===== config.mk =====
export PLATFORM = sky130hd
export DESIGN_NAME = world_switch_seq
export DESIGN_NICKNAME = d
export VERILOG_FILES = /design/src/rtl/wsw_pkg.sv /design/src/rtl/wsw_ctrl.sv /design/src/rtl/wsw_port_mux.sv /design/src/rtl/wsw_rd_return.sv /design/src/rtl/world_switch_seq.sv
export SDC_FILE = /design/constraint.sdc
export NUM_CORES = 1
export LEC_CHECK = 0
export CAP_MARGIN = 5
export CORE_AREA = 4 4 114 116
export CTS_BUF_LIST = sky130_fd_sc_hd__clkbuf_8
export CTS_CLUSTER_DIAMETER = 80
export CTS_CLUSTER_SIZE = 8
export DETAILED_ROUTE_END_ITERATION = 8
export DIE_AREA = 0 0 118 120
export DONT_BUFFER_PORTS = 1
export MAX_ROUTING_LAYER = met4
export PLACE_DENSITY = 0.65
export SYNTH_ARGS = -nofsm -noshare
export SYNTH_HDL_FRONTEND = slang
export SYNTH_SLANG_ARGS = --single-unit

===== constraint.sdc =====
create_clock -name clk -period 2.6 [get_ports clk]
set_clock_uncertainty 0.2 [all_clocks]
set_input_delay 0.26 -clock clk [delete_from_list [all_inputs] [get_ports clk]]
set_output_delay 0.26 -clock clk [all_outputs]
set_load 0.005 [all_outputs]

===== src/rtl/wsw_pkg.sv =====
package wsw_pkg;

    typedef enum logic [3:0] {
        ST_IDLE,
        ST_LOG_CAUSE,
        ST_LOG_PC,
        ST_SAVE_GUEST,
        ST_LOAD_HOST,
        ST_EXIT_FIN,
        ST_SAVE_HOST,
        ST_LOAD_GUEST,
        ST_FETCH_PC,
        ST_RESUME_FIN
    } wsw_state_e;

    // Save-area word offsets (cause first, address second, registers after)
    localparam int SLOT_CAUSE = 0;
    localparam int SLOT_ADDR  = 1;
    localparam int SLOT_REG0  = 2;

endpackage


===== src/rtl/wsw_ctrl.sv =====
module wsw_ctrl
    import wsw_pkg::*;
#(
    parameter int N_REGS = 16,
    localparam int IDX_W = $clog2(N_REGS)
) (
    input  logic             clk,
    input  logic             rst_n,
    input  logic             exit_req,
    input  logic             resume_req,
    input  logic             mem_ready,
    output wsw_state_e       state,
    output logic [IDX_W-1:0] idx,
    output logic             exit_go,
    output logic             mode,
    output logic             done
);

    wsw_state_e       state_q, state_d;
    logic [IDX_W-1:0] idx_q;
    logic             mode_q, done_q;
    logic             resume_go, last, repeat_st;

    assign exit_go   = (state_q == ST_IDLE) && exit_req && !mode_q;
    assign resume_go = (state_q == ST_IDLE) && resume_req && mode_q;
    assign last      = (idx_q == IDX_W'(N_REGS - 1));
    assign repeat_st = (state_q == ST_SAVE_GUEST) || (state_q == ST_LOAD_HOST) ||
                       (state_q == ST_SAVE_HOST)  || (state_q == ST_LOAD_GUEST);

    always_comb begin
        state_d = state_q;
        unique case (state_q)
            ST_IDLE: begin
                if (exit_go)        state_d = ST_LOG_CAUSE;
                else if (resume_go) state_d = ST_SAVE_HOST;
            end
            ST_LOG_CAUSE:  if (mem_ready)         state_d = ST_LOG_PC;
            ST_LOG_PC:     if (mem_ready)         state_d = ST_SAVE_GUEST;
            ST_SAVE_GUEST: if (mem_ready && last) state_d = ST_LOAD_HOST;
            ST_LOAD_HOST:  if (mem_ready && last) state_d = ST_EXIT_FIN;
            ST_EXIT_FIN:                          state_d = ST_IDLE;
            ST_SAVE_HOST:  if (mem_ready && last) state_d = ST_LOAD_GUEST;
            ST_LOAD_GUEST: if (mem_ready && last) state_d = ST_FETCH_PC;
            ST_FETCH_PC:   if (mem_ready)         state_d = ST_RESUME_FIN;
            ST_RESUME_FIN:                        state_d = ST_IDLE;
            default:                              state_d = ST_IDLE;
        endcase
    end

    // State register
    always_ff @(posedge clk) begin
        if (!rst_n) state_q <= ST_IDLE;
        else        state_q <= state_d;
    end

    // Word index within a repeated state
    always_ff @(posedge clk) begin
        if (!rst_n)                    idx_q <= '0;
        else if (state_d != state_q)   idx_q <= '0;
        else if (repeat_st && mem_ready) idx_q <= idx_q + IDX_W'(1);
    end

    // Registered outputs: mode flips together with the done pulse
    always_ff @(posedge clk) begin
        if (!rst_n) begin
            mode_q <= 1'b0;
            done_q <= 1'b0;
        end else begin
            done_q <= (state_q == ST_EXIT_FIN) || (state_q == ST_RESUME_FIN);
            if (state_q == ST_EXIT_FIN)   mode_q <= 1'b1;
            if (state_q == ST_RESUME_FIN) mode_q <= 1'b0;
        end
    end

    assign state = state_q;
    assign idx   = idx_q;
    assign mode  = mode_q;
    assign done  = done_q;

endmodule


===== src/rtl/wsw_port_mux.sv =====
module wsw_port_mux
    import wsw_pkg::*;
#(
    parameter int N_REGS  = 16,
    parameter int DATA_W  = 32,
    parameter int ADDR_W  = 16,
    parameter int CAUSE_W = 8,
    localparam int IDX_W  = $clog2(N_REGS)
) (
    input  logic               clk,
    input  logic               rst_n,
    input  wsw_state_e         state,
    input  logic [IDX_W-1:0]   idx,
    input  logic               exit_go,
    input  logic [CAUSE_W-1:0] exit_cause,
    input  logic [DATA_W-1:0]  exit_addr,
    input  logic [ADDR_W-1:0]  save_base,
    input  logic [ADDR_W-1:0]  host_base,
    input  logic [DATA_W-1:0]  rf_rdata,
    output logic [IDX_W-1:0]   rf_raddr,
    output logic               mem_req,
    output logic               mem_we,
    output logic [ADDR_W-1:0]  mem_addr,
    output logic [DATA_W-1:0]  mem_wdata,
    output logic               rd_is_pc
);

    logic [CAUSE_W-1:0] cause_q;
    logic [DATA_W-1:0]  gaddr_q;
    logic [ADDR_W-1:0]  reg_slot, host_slot;

    always_ff @(posedge clk) begin
        if (!rst_n) begin
            cause_q <= '0;
            gaddr_q <= '0;
        end else if (exit_go) begin
            cause_q <= exit_cause;
            gaddr_q <= exit_addr;
        end
    end

    assign reg_slot  = save_base + ADDR_W'(SLOT_REG0) + ADDR_W'(idx);
    assign host_slot = host_base + ADDR_W'(idx);
    assign rf_raddr  = idx;

    always_comb begin
        mem_req   = 1'b0;
        mem_we    = 1'b0;
        mem_addr  = '0;
        mem_wdata = '0;
        rd_is_pc  = 1'b0;
        unique case (state)
            ST_LOG_CAUSE: begin
                mem_req   = 1'b1;
                mem_we    = 1'b1;
                mem_addr  = save_base + ADDR_W'(SLOT_CAUSE);
                mem_wdata = DATA_W'(cause_q);
            end
            ST_LOG_PC: begin
                mem_req   = 1'b1;
                mem_we    = 1'b1;
                mem_addr  = save_base + ADDR_W'(SLOT_ADDR);
                mem_wdata = gaddr_q;
            end
            ST_SAVE_GUEST: begin
                mem_req   = 1'b1;
                mem_we    = 1'b1;
                mem_addr  = reg_slot;
                mem_wdata = rf_rdata;
            end
            ST_LOAD_HOST: begin
                mem_req   = 1'b1;
                mem_addr  = host_slot;
            end
            ST_SAVE_HOST: begin
                mem_req   = 1'b1;
                mem_we    = 1'b1;
                mem_addr  = host_slot;
                mem_wdata = rf_rdata;
            end
            ST_LOAD_GUEST: begin
                mem_req   = 1'b1;
                mem_addr  = reg_slot;
            end
            ST_FETCH_PC: begin
                mem_req   = 1'b1;
                mem_addr  = save_base + ADDR_W'(SLOT_ADDR);
                rd_is_pc  = 1'b1;
            end
            default: begin
                mem_req   = 1'b0;
            end
        endcase
    end

endmodule


===== src/rtl/wsw_rd_return.sv =====
module wsw_rd_return #(
    parameter int N_REGS = 16,
    parameter int DATA_W = 32,
    localparam int IDX_W = $clog2(N_REGS)
) (
    input  logic              clk,
    input  logic              rst_n,
    input  logic              rd_fire,
    input  logic              rd_is_pc,
    input  logic [IDX_W-1:0]  rd_idx,
    input  logic [DATA_W-1:0] mem_rdata,
    output logic              rf_we,
    output logic [IDX_W-1:0]  rf_waddr,
    output logic [DATA_W-1:0] rf_wdata,
    output logic [DATA_W-1:0] resume_addr
);

    logic              pend_q, to_pc_q;
    logic [IDX_W-1:0]  dst_q;
    logic [DATA_W-1:0] raddr_q;

    always_ff @(posedge clk) begin
        if (!rst_n) begin
            pend_q  <= 1'b0;
            to_pc_q <= 1'b0;
            dst_q   <= '0;
        end else begin
            pend_q  <= rd_fire;
            to_pc_q <= rd_fire && rd_is_pc;
            if (rd_fire) dst_q <= rd_idx;
        end
    end

    always_ff @(posedge clk) begin
        if (!rst_n)                raddr_q <= '0;
        else if (pend_q && to_pc_q) raddr_q <= mem_rdata;
    end

    assign rf_we       = pend_q && !to_pc_q;
    assign rf_waddr    = dst_q;
    assign rf_wdata    = mem_rdata;
    assign resume_addr = raddr_q;

endmodule


===== src/rtl/world_switch_seq.sv =====
module world_switch_seq
    import wsw_pkg::*;
#(
    parameter int N_REGS  = 16,
    parameter int DATA_W  = 32,
    parameter int ADDR_W  = 16,
    parameter int CAUSE_W = 8,
    localparam int IDX_W  = $clog2(N_REGS)
) (
    input  logic               clk,
    input  logic               rst_n,
    input  logic               exit_req,
    input  logic [CAUSE_W-1:0] exit_cause,
    input  logic [DATA_W-1:0]  exit_addr,
    input  logic               resume_req,
    input  logic [ADDR_W-1:0]  save_base,
    input  logic [ADDR_W-1:0]  host_base,
    output logic [IDX_W-1:0]   rf_raddr,
    input  logic [DATA_W-1:0]  rf_rdata,
    output logic               rf_we,
    output logic [IDX_W-1:0]   rf_waddr,
    output logic [DATA_W-1:0]  rf_wdata,
    output logic               mem_req,
    output logic               mem_we,
    output logic [ADDR_W-1:0]  mem_addr,
    output logic [DATA_W-1:0]  mem_wdata,
    input  logic [DATA_W-1:0]  mem_rdata,
    input  logic               mem_ready,
    output logic               busy,
    output logic               mode,
    output logic               done,
    output logic [DATA_W-1:0]  resume_addr
);

    wsw_state_e       state;
    logic [IDX_W-1:0] idx;
    logic             exit_go, rd_is_pc, rd_fire;

    wsw_ctrl #(.N_REGS(N_REGS)) u_ctrl (
        .clk        (clk),
        .rst_n      (rst_n),
        .exit_req   (exit_req),
        .resume_req (resume_req),
        .mem_ready  (mem_ready),
        .state      (state),
        .idx        (idx),
        .exit_go    (exit_go),
        .mode       (mode),
        .done       (done)
    );

    wsw_port_mux #(
        .N_REGS (N_REGS),
        .DATA_W (DATA_W),
        .ADDR_W (ADDR_W),
        .CAUSE_W(CAUSE_W)
    ) u_mux (
        .clk        (clk),
        .rst_n      (rst_n),
        .state      (state),
        .idx        (idx),
        .exit_go    (exit_go),
        .exit_cause (exit_cause),
        .exit_addr  (exit_addr),
        .save_base  (save_base),
        .host_base  (host_base),
        .rf_rdata   (rf_rdata),
        .rf_raddr   (rf_raddr),
        .mem_req    (mem_req),
        .mem_we     (mem_we),
        .mem_addr   (mem_addr),
        .mem_wdata  (mem_wdata),
        .rd_is_pc   (rd_is_pc)
    );

    assign rd_fire = mem_req && !mem_we && mem_ready;

    wsw_rd_return #(.N_REGS(N_REGS), .DATA_W(DATA_W)) u_ret (
        .clk         (clk),
        .rst_n       (rst_n),
        .rd_fire     (rd_fire),
        .rd_is_pc    (rd_is_pc),
        .rd_idx      (idx),
        .mem_rdata   (mem_rdata),
        .rf_we       (rf_we),
        .rf_waddr    (rf_waddr),
        .rf_wdata    (rf_wdata),
        .resume_addr (resume_addr)
    );

    assign busy = (state != ST_IDLE);

endmodule


==> load_flow_metrics.sql, run 1 <==
INSERT INTO impl_metrics (metric_group, metric, value, unit) VALUES
('status', 'run_status', 'complete, but fails checks', ''),
('status', 'failed_checks', 'negative setup slack', ''),
('global_route', 'grt-ovfl-total', '0', ''),
('routing', 'drt-initial-drc-count', '471', ''),
('global_route', 'initial_antenna_violation_count', '3', ''),
('routing', 'drcViolationCount', '0', ''),
('synthesis', 'average_footprint_of_a_synthesized_cell', '7.58', 'sq um'),
('synthesis', 'synthesis.area', '0.00534', 'sq mm'),
('floorplanning', 'row_count', '40', ''),
('synthesis', 'async_flop_share', '0', '%'),
('sta', 'drv_slew', '0', ''),
('cts', 'cts_root_buf', 'sky130_fd_sc_hd__clkbuf_8', ''),
('sta', 'max_freq', '336', 'MHz'),
('floorplanning', 'design.portCount', '267', ''),
('sta', 'max-slew-margin-rel', '50.0', '%'),
('floorplanning', 'die_y', '120', 'um'),
('cts', 'cts_inserted_buffers', '9', ''),
('cts', 'cts-root-to-sink-buffers', '2', ''),
('cts', 'htree_num_levels', '3', ''),
('sta', 'hold_violations', '0', ''),
('global_route', 'gr-usage-all-layers', '24.2', '%'),
('hold_path', 'hp-class', 'primary input to flip-flop', ''),
('cts', 'clkLatencyLatePin', '0.36', 'ns'),
('floorplanning', 'initial_utilization', '44.9', '%'),
('final_layout', 'postLayoutCoreUtil', '55.4', '%'),
('worst_setup_path', 'critical_path_peak_fanout', '7', ''),
('synthesis', 'synth_most_common_cell', 'sky130_fd_sc_hd__nand2_1', ''),
('cts', 'cts_num_sinks', '88', ''),
('floorplanning', 'fp.dieArea', '0.0142', 'sq mm'),
('synthesis', 'post_synthesis_sequential_area_ratio', '33.0', '%'),
('synthesis', 'synthesis.yosys.warnings', '0', ''),
('power_and_ir_drop', 'totalPowerFinal', '3.29', 'mW'),
('worst_setup_path', 'timing_worst_setup_path_type', 'flip-flop to output port', ''),
('worst_setup_path', 'setup.worst_path.end_class', 'output port', ''),
('synthesis', 'ys_top_cells_by_area', 'sky130_fd_sc_hd__dfxtp_1 33%, sky130_fd_sc_hd__nand2_1 12%, sky130_fd_sc_hd__a21oi_1 8.1%', ''),
('routing', 'vias_per_cell', '5.92', ''),
('synthesis', 'synth_edf_count', '0', ''),
('sta', 'rsz0062_at_grt', 'yes', ''),
('worst_setup_path', 'worstSetupStartpointType', 'flip-flop', ''),
('global_route', 'largest_net_degree_at_the_start_of_global_routing', '76', ''),
('sta', 'setup-violations-final', '13', ''),
('sta', 'period_minus_slack', '2.97', 'ns'),
('placed_design', 'port_buffers', '0', ''),
('synthesis', 'synthesis.instances', '705', ''),
('synthesis', 'postSynth.topFlopCell', 'sky130_fd_sc_hd__dfxtp_1', ''),
('final_layout', 'drive_above_1_share', '13.8', '%'),
('synthesis', 'synth-seq-cells', '88', ''),
('worst_setup_path', 'reg2reg_slack', '0.46', 'ns'),
('global_route', 'grt_first_pass_wirelength', '27200', 'um'),
('synthesis', 'syn_nets', '862', ''),
('routing', 'dr_wl_cell', '19.6', 'um'),
('synthesis', 'synth_top_cells_by_count', '171 x sky130_fd_sc_hd__nand2_1, 88 x sky130_fd_sc_hd__dfxtp_1, 87 x sky130_fd_sc_hd__a21oi_1, 33 x sky130_fd_sc_hd__buf_4, 28 x sky130_fd_sc_hd__nor2_1', ''),
('power_and_ir_drop', 'p_leak', '2.48', 'nW'),
('sta', 'finalHoldWorstSlack', '0.0750', 'ns'),
('power_and_ir_drop', 'vdd.ir_drop.worst', '0.274', 'mV'),
('routing', 'postRouteAntennaNets', '0', ''),
('power_and_ir_drop', 'cellPowerDensity', '498', 'mW/mm^2'),
('placed_design', 'routabilityCongestion', '0.939', ''),
('sta', 'timing.final.ws_setup', '-0.372', 'ns'),
('final_layout', 'area.growth.synth_to_final', '23.6', '%'),
('placed_design', 'dp_hpwl', '12400', 'um'),
('synthesis', 'synthDominantCellAreaShare', '33.0', '%'),
('worst_setup_path', 'critPathArrivalTime', '2.51', 'ns'),
('floorplanning', 'die_width', '118', 'um'),
('job', 'drv.max_cap_violation_count', '0', ''),
('global_route', 'vias_in_the_first_global_route', '5242', ''),
('final_layout', 'final_net_count', '908', ''),
('routing', 'drt-pass1-iter-count', '5', ''),
('synthesis', 'number_of_distinct_library_cell_variants_in_the_gate_level_netlist_after_synthesis', '64', ''),
('cts', 'tritoncts', 'done', ''),
('floorplanning', 'core', '0.0119', 'sq mm'),
('sta', 'worst_slew_pin_slew', '0.745', 'ns'),
('routing', 'dr_total_vias', '5355', ''),
('synthesis', 'synth_top_cell_by_area', 'sky130_fd_sc_hd__dfxtp_1', ''),
('cts', 'clk_transition_reported_paths', '0.09', 'ns'),
('routing', 'routed_wl', '17700', 'um'),
('sta', 'timing.final.crit_share', '114', '%'),
('worst_setup_path', 'crit_required', '2.14', 'ns');
==> kinds of logic after synthesis <==
kind of cell | share of synthesized area (%)
mux | 1.50
flops | 33.0
simple gates | 23.5
buf+inv | 10.5
compound gates | 23.4
fa+ha+maj | 4.03
xor+xnor | 4.10
==> area by class of cell <==
type | instances | area [sq um]
Antenna cell | 2 | 5.00
Clock buffer | 9 | 124
Clock inverter | 7 | 56.3
Fill cell | 1071 | 5310
Inverter | 25 | 93.8
Multi-Input combinational cell | 511 | 3260
Sequential cell | 88 | 1770
Tap cell | 147 | 184
Timing Repair Buffer | 116 | 1110
==> layer usage <==
layer | GRT usage [%] | vias to the layer above | routed length, um
li1 | - | 2519 | -
met1 | 26.6 | 2536 | 6720
met2 | 42.0 | 266 | 9070
met3 | 7.87 | 34 | 1570
met4 | 7.18 | 0 | 334
met5 | - | - | 0
==> cell usage in the layout, fill, tap and decap left out, types with 12 or more instances in the layout <==
cell | synthesis | layout
sky130_fd_sc_hd__xnor2_1 | 12 | 12
sky130_fd_sc_hd__a21oi_1 | 87 | 86
sky130_fd_sc_hd__nand2_1 | 171 | 169
sky130_fd_sc_hd__buf_4 | 33 | 28
sky130_fd_sc_hd__dlygate4sd3_1 | 0 | 80
sky130_fd_sc_hd__inv_1 | 25 | 22
sky130_fd_sc_hd__nor2_1 | 28 | 27
sky130_fd_sc_hd__a22o_1 | 25 | 25
sky130_fd_sc_hd__dfxtp_1 | 88 | 84
==> flip-flops by register name, summed over array words and instances (netlist names) <==
register / cells
u_ret.resume_addr: 32
u_ret.rf_waddr: 4
u_ret.pend_q: 1
u_ctrl.done: 1
u_mux.cause_q: 8
u_ctrl.state: 4
u_ctrl.mode: 1
u_ctrl.idx: 4
u_ret.to_pc_q: 1
u_mux.gaddr_q: 32
==> repair_timing <==
| item | 4_1_cts | 5_1_grt |
|---|---|---|
| buffers inserted | 8 | 2 |
| resized for setup | 41 | 11 |
| pin swaps | 28 | 12 |
| hold buffers | 80 | 0 |
| setup endpoints to repair | 20 | 48 |
| hold endpoints to repair | 81 | 0 |
==> stage by stage <==
stage          cell area [sq um]  std cells  worst slack [ns]  TNS [ns]
2_1_floorplan               5370        705           0.00402         0
3_3_place_gp                5310        797            -0.101    -0.402
3_5_place_dp                5310        797            -0.151    -0.748
4_1_cts                     6540        901            -0.378     -3.51
5_1_grt                     6600        905            -0.482     -5.20
6_report                    6600        905            -0.372     -3.53
==> path summary, 6_finish.rpt <==
| kind | start | endpoint | depth (start not counted) |
|---|---|---|---|
| max | u_ctrl.idx[1] | mem_addr[15] | 12 |
| min | mem_ready | u_ctrl.idx[0] | 3 |
| max reg2reg | u_ctrl.state[2] | u_mux.gaddr_q[13] | 6 |
| min reg2reg | u_mux.cause_q[4] | u_mux.cause_q[4] | 2 |
==> worst max-delay path, cell delays in order (launching register included) <==
cell and delay [ns]:
sky130_fd_sc_hd__dfxtp_4 0.36, sky130_fd_sc_hd__inv_2 0.04, sky130_fd_sc_hd__ha_4 0.22, sky130_fd_sc_hd__inv_2 0.06
sky130_fd_sc_hd__ha_4 0.13, sky130_fd_sc_hd__inv_2 0.04, sky130_fd_sc_hd__fa_2 0.36, sky130_fd_sc_hd__nand2b_4 0.16
sky130_fd_sc_hd__a21oi_4 0.24, sky130_fd_sc_hd__buf_4 0.16, sky130_fd_sc_hd__nand2_1 0.05, sky130_fd_sc_hd__xor2_1 0.18
sky130_fd_sc_hd__o221ai_2 0.16
==> power breakdown <==
part | internal (mW) | leakage, nW | switching, mW
Sequential | 1.43 | 0.717 | 0.0641
Clock | 0.357 | 0.0892 | 0.522
Combinational | 0.384 | 1.67 | 0.531
Note: power is estimated with default switching activity, not from simulation.
==> run 2: changes to the inputs <==
--- a/config.mk
+++ b/config.mk
@@ -15,6 +15,7 @@
 export DONT_BUFFER_PORTS = 1
 export MAX_ROUTING_LAYER = met4
 export PLACE_DENSITY = 0.65
+export RECOVER_POWER = 50
 export SYNTH_ARGS = -nofsm -noshare
 export SYNTH_HDL_FRONTEND = slang
 export SYNTH_SLANG_ARGS = --single-unit
==> constraint.sdc (replaced) <==
create_clock -name clk -period 2.6 [get_ports clk]
set_clock_uncertainty 0.2 [all_clocks]
set_input_delay 0.52 -clock clk [delete_from_list [all_inputs] [get_ports clk]]
set_output_delay 0.52 -clock clk [all_outputs]
set_load 0.005 [all_outputs]
==> run 2 against run 1 <==
  * Largest cell class unchanged
  * Critical path depth stayed put
  * Worst hold slack worse by 0.0053 ns
  * Largest power group unchanged
  * Via count is 3.3% lower
  * The run still ends with negative setup slack left
  * Global-route usage is 0.88 points lower
  * Sequential cell count stayed put
==> load_flow_metrics.sql, run 2 (synthesis results as in run 1) <==
INSERT INTO impl_metrics (metric_group, metric, value, unit) VALUES
('worst_setup_path', 'worstPathCellList', 'inv_2 -> ha_4 -> inv_2 -> ha_4 -> inv_2 -> fa_2 -> nand2b_4 -> a21oi_4 -> a22o_1 -> buf_4 -> mux2i_1 -> o21ai_1', ''),
('global_route', 'largest_net_degree_at_the_start_of_global_routing', '45', ''),
('worst_setup_path', 'cp_common_cell', 'sky130_fd_sc_hd__inv_2', ''),
('floorplanning', 'initial_utilization', '44.9', '%'),
('cts', 'tritoncts', 'done', ''),
('floorplanning', 'row_count', '40', ''),
('status', 'failed_checks', 'negative setup slack', ''),
('worst_setup_path', 'crit_family', 'adder cells', ''),
('placed_design', 'port_buffers', '0', ''),
('final_layout', 'final_net_count', '861', ''),
('placed_design', 'place.detailed.instances', '816', ''),
('final_layout', 'layoutNonFillerInstCount', '857', ''),
('power_and_ir_drop', 'vdd.ir_drop.worst', '0.319', 'mV'),
('global_route', 'grt_first_pass_wirelength', '25800', 'um'),
('worst_setup_path', 'critPathArrivalTime', '2.44', 'ns'),
('floorplanning', 'fp.dieArea', '0.0142', 'sq mm'),
('final_layout', 'drive_above_1_share', '21.4', '%'),
('sta', 'max_freq', '316', 'MHz'),
('worst_setup_path', 'buffers_plus_inverters_on_the_worst_setup_path', '4', ''),
('power_and_ir_drop', 'p_leak', '2.33', 'nW'),
('sta', 'setup-violations-final', '47', ''),
('placed_design', 'dp_hpwl', '12800', 'um'),
('floorplanning', 'core', '0.0119', 'sq mm'),
('sta', 'drv_slew', '0', ''),
('power_and_ir_drop', 'cellPowerDensity', '532', 'mW/mm^2'),
('status', 'run_status', 'complete, but fails checks', ''),
('floorplanning', 'die_y', '120', 'um'),
('sta', 'hold_violations', '0', ''),
('placed_design', 'routabilityCongestion', '0.885', ''),
('cts', 'clk_transition_reported_paths', '0.10', 'ns'),
('worst_setup_path', 'worstSetupStartpointType', 'flip-flop', ''),
('routing', 'dr_total_vias', '5178', ''),
('sta', 'worst_slew_pin_slew', '1.40', 'ns'),
('floorplanning', 'die_width', '118', 'um'),
('cts', 'htree_num_levels', '3', ''),
('sta', 'max-slew-margin-rel', '6.37', '%'),
('routing', 'vias_per_cell', '6.04', ''),
('job', 'drv.max_cap_violation_count', '0', ''),
('global_route', 'gr-usage-all-layers', '23.3', '%'),
('worst_setup_path', 'crit_required', '1.88', 'ns'),
('routing', 'drt-pass1-iter-count', '6', ''),
('final_layout', 'fin_area', '0.00621', 'sq mm'),
('worst_setup_path', 'critical_path_peak_fanout', '5', ''),
('routing', 'drt-initial-drc-count', '485', ''),
('routing', 'drcViolationCount', '0', ''),
('final_layout', 'area.growth.synth_to_final', '16.2', '%'),
('routing', 'routed_wl', '17200', 'um'),
('sta', 'timing.final.crit_share', '122', '%'),
('cts', 'clkLatencyLatePin', '0.36', 'ns'),
('routing', 'postRouteAntennaNets', '0', ''),
('worst_setup_path', 'reg2reg_slack', '0.24', 'ns'),
('floorplanning', 'design.portCount', '267', ''),
('worst_setup_path', 'setup.worst_path.end_class', 'output port', ''),
('placed_design', 'dp_area', '0.00552', 'sq mm'),
('sta', 'timing.final.ws_setup', '-0.564', 'ns'),
('final_layout', 'layout_commonest_cell', 'sky130_fd_sc_hd__nand2_1', ''),
('sta', 'period_minus_slack', '3.16', 'ns'),
('cts', 'cts-root-to-sink-buffers', '2', ''),
('global_route', 'vias_in_the_first_global_route', '4842', ''),
('worst_setup_path', 'worst_path_largest_cell_delay', '0.37', 'ns'),
('global_route', 'initial_antenna_violation_count', '1', ''),
('worst_setup_path', 'timing_worst_setup_path_type', 'flip-flop to output port', ''),
('cts', 'cts_root_buf', 'sky130_fd_sc_hd__clkbuf_8', ''),
('global_route', 'grt-ovfl-total', '0', ''),
('hold_path', 'hp-class', 'primary input to flip-flop', ''),
('final_layout', 'most_frequent_cells_in_the_layout', '168 x sky130_fd_sc_hd__nand2_1, 85 x sky130_fd_sc_hd__a21oi_1, 82 x sky130_fd_sc_hd__dfxtp_1, 50 x sky130_fd_sc_hd__buf_4', ''),
('cts', 'cts_num_sinks', '88', ''),
('cts', 'cts_hold_repair.buffers', '0', ''),
('sta', 'rsz0062_at_grt', 'yes', ''),
('worst_setup_path', 'timing.critical_path.slowest_stage_cell', 'sky130_fd_sc_hd__fa_2', ''),
('cts', 'cts_inserted_buffers', '9', ''),
('routing', 'dr_wl_cell', '20.0', 'um');
==> run 2: final timing paths <==
check	start	to	depth (start not counted)
max reg2reg	u_ctrl.state[2]	u_mux.gaddr_q[0]	6
max	u_ctrl.idx[1]	mem_addr[5]	12
min	exit_cause[5]	u_mux.cause_q[5]	2
min reg2reg	u_mux.gaddr_q[21]	u_mux.gaddr_q[21]	2
==> run 2: per-layer routing <==
layer | up-vias | GRT usage (%) | routed length, um
met5 | - | - | 0
met4 | 0 | 8.79 | 384
met3 | 32 | 6.55 | 1360
met2 | 252 | 39.7 | 8870
met1 | 2456 | 26.2 | 6550
li1 | 2438 | - | -
==> run 2: power by group <==
| part | total [mW] | switching (mW) | internal [mW] | leakage [nW] |
|---|---|---|---|---|
| Sequential | 1.50 | 0.0621 | 1.43 | 0.718 |
| Clock | 0.878 | 0.521 | 0.357 | 0.0892 |
| Combinational | 0.930 | 0.539 | 0.390 | 1.52 |
==> run 2: repair_timing <==
action,in CTS,in global routing
gates resized for setup,37,44
pin swaps,26,41
buffers inserted,5,18
endpoints found under the setup margin,48,46
gates cloned,1,1
==> run 2: layout make-up <==
class	instances	area [sq um]
fill	1139	5700
multi-input combinational	511	3370
sequential	88	1770
timing repair buffer	69	593
tap	147	184
clock buffer	9	124
inverter	25	105
clock inverter	7	56.3
antenna	1	2.50
==> run 2: metrics by stage <==
step | TNS [ns] | total power, mW | hold slack, ns | setup slack [ns] | utilization (%)
floorplan | -1.20 | 2.15 | 0.236 | -0.212 | -
global placement | -3.02 | 2.30 | 0.242 | -0.336 | 46.3
detailed placement | -3.52 | 2.32 | 0.250 | -0.366 | 46.3
CTS | -6.05 | 3.25 | 0.0421 | -0.598 | 49.5
global route | -22.54 | 3.51 | 0.0395 | -0.682 | 52.2
finish | -15.63 | 3.30 | 0.0697 | -0.564 | 52.2
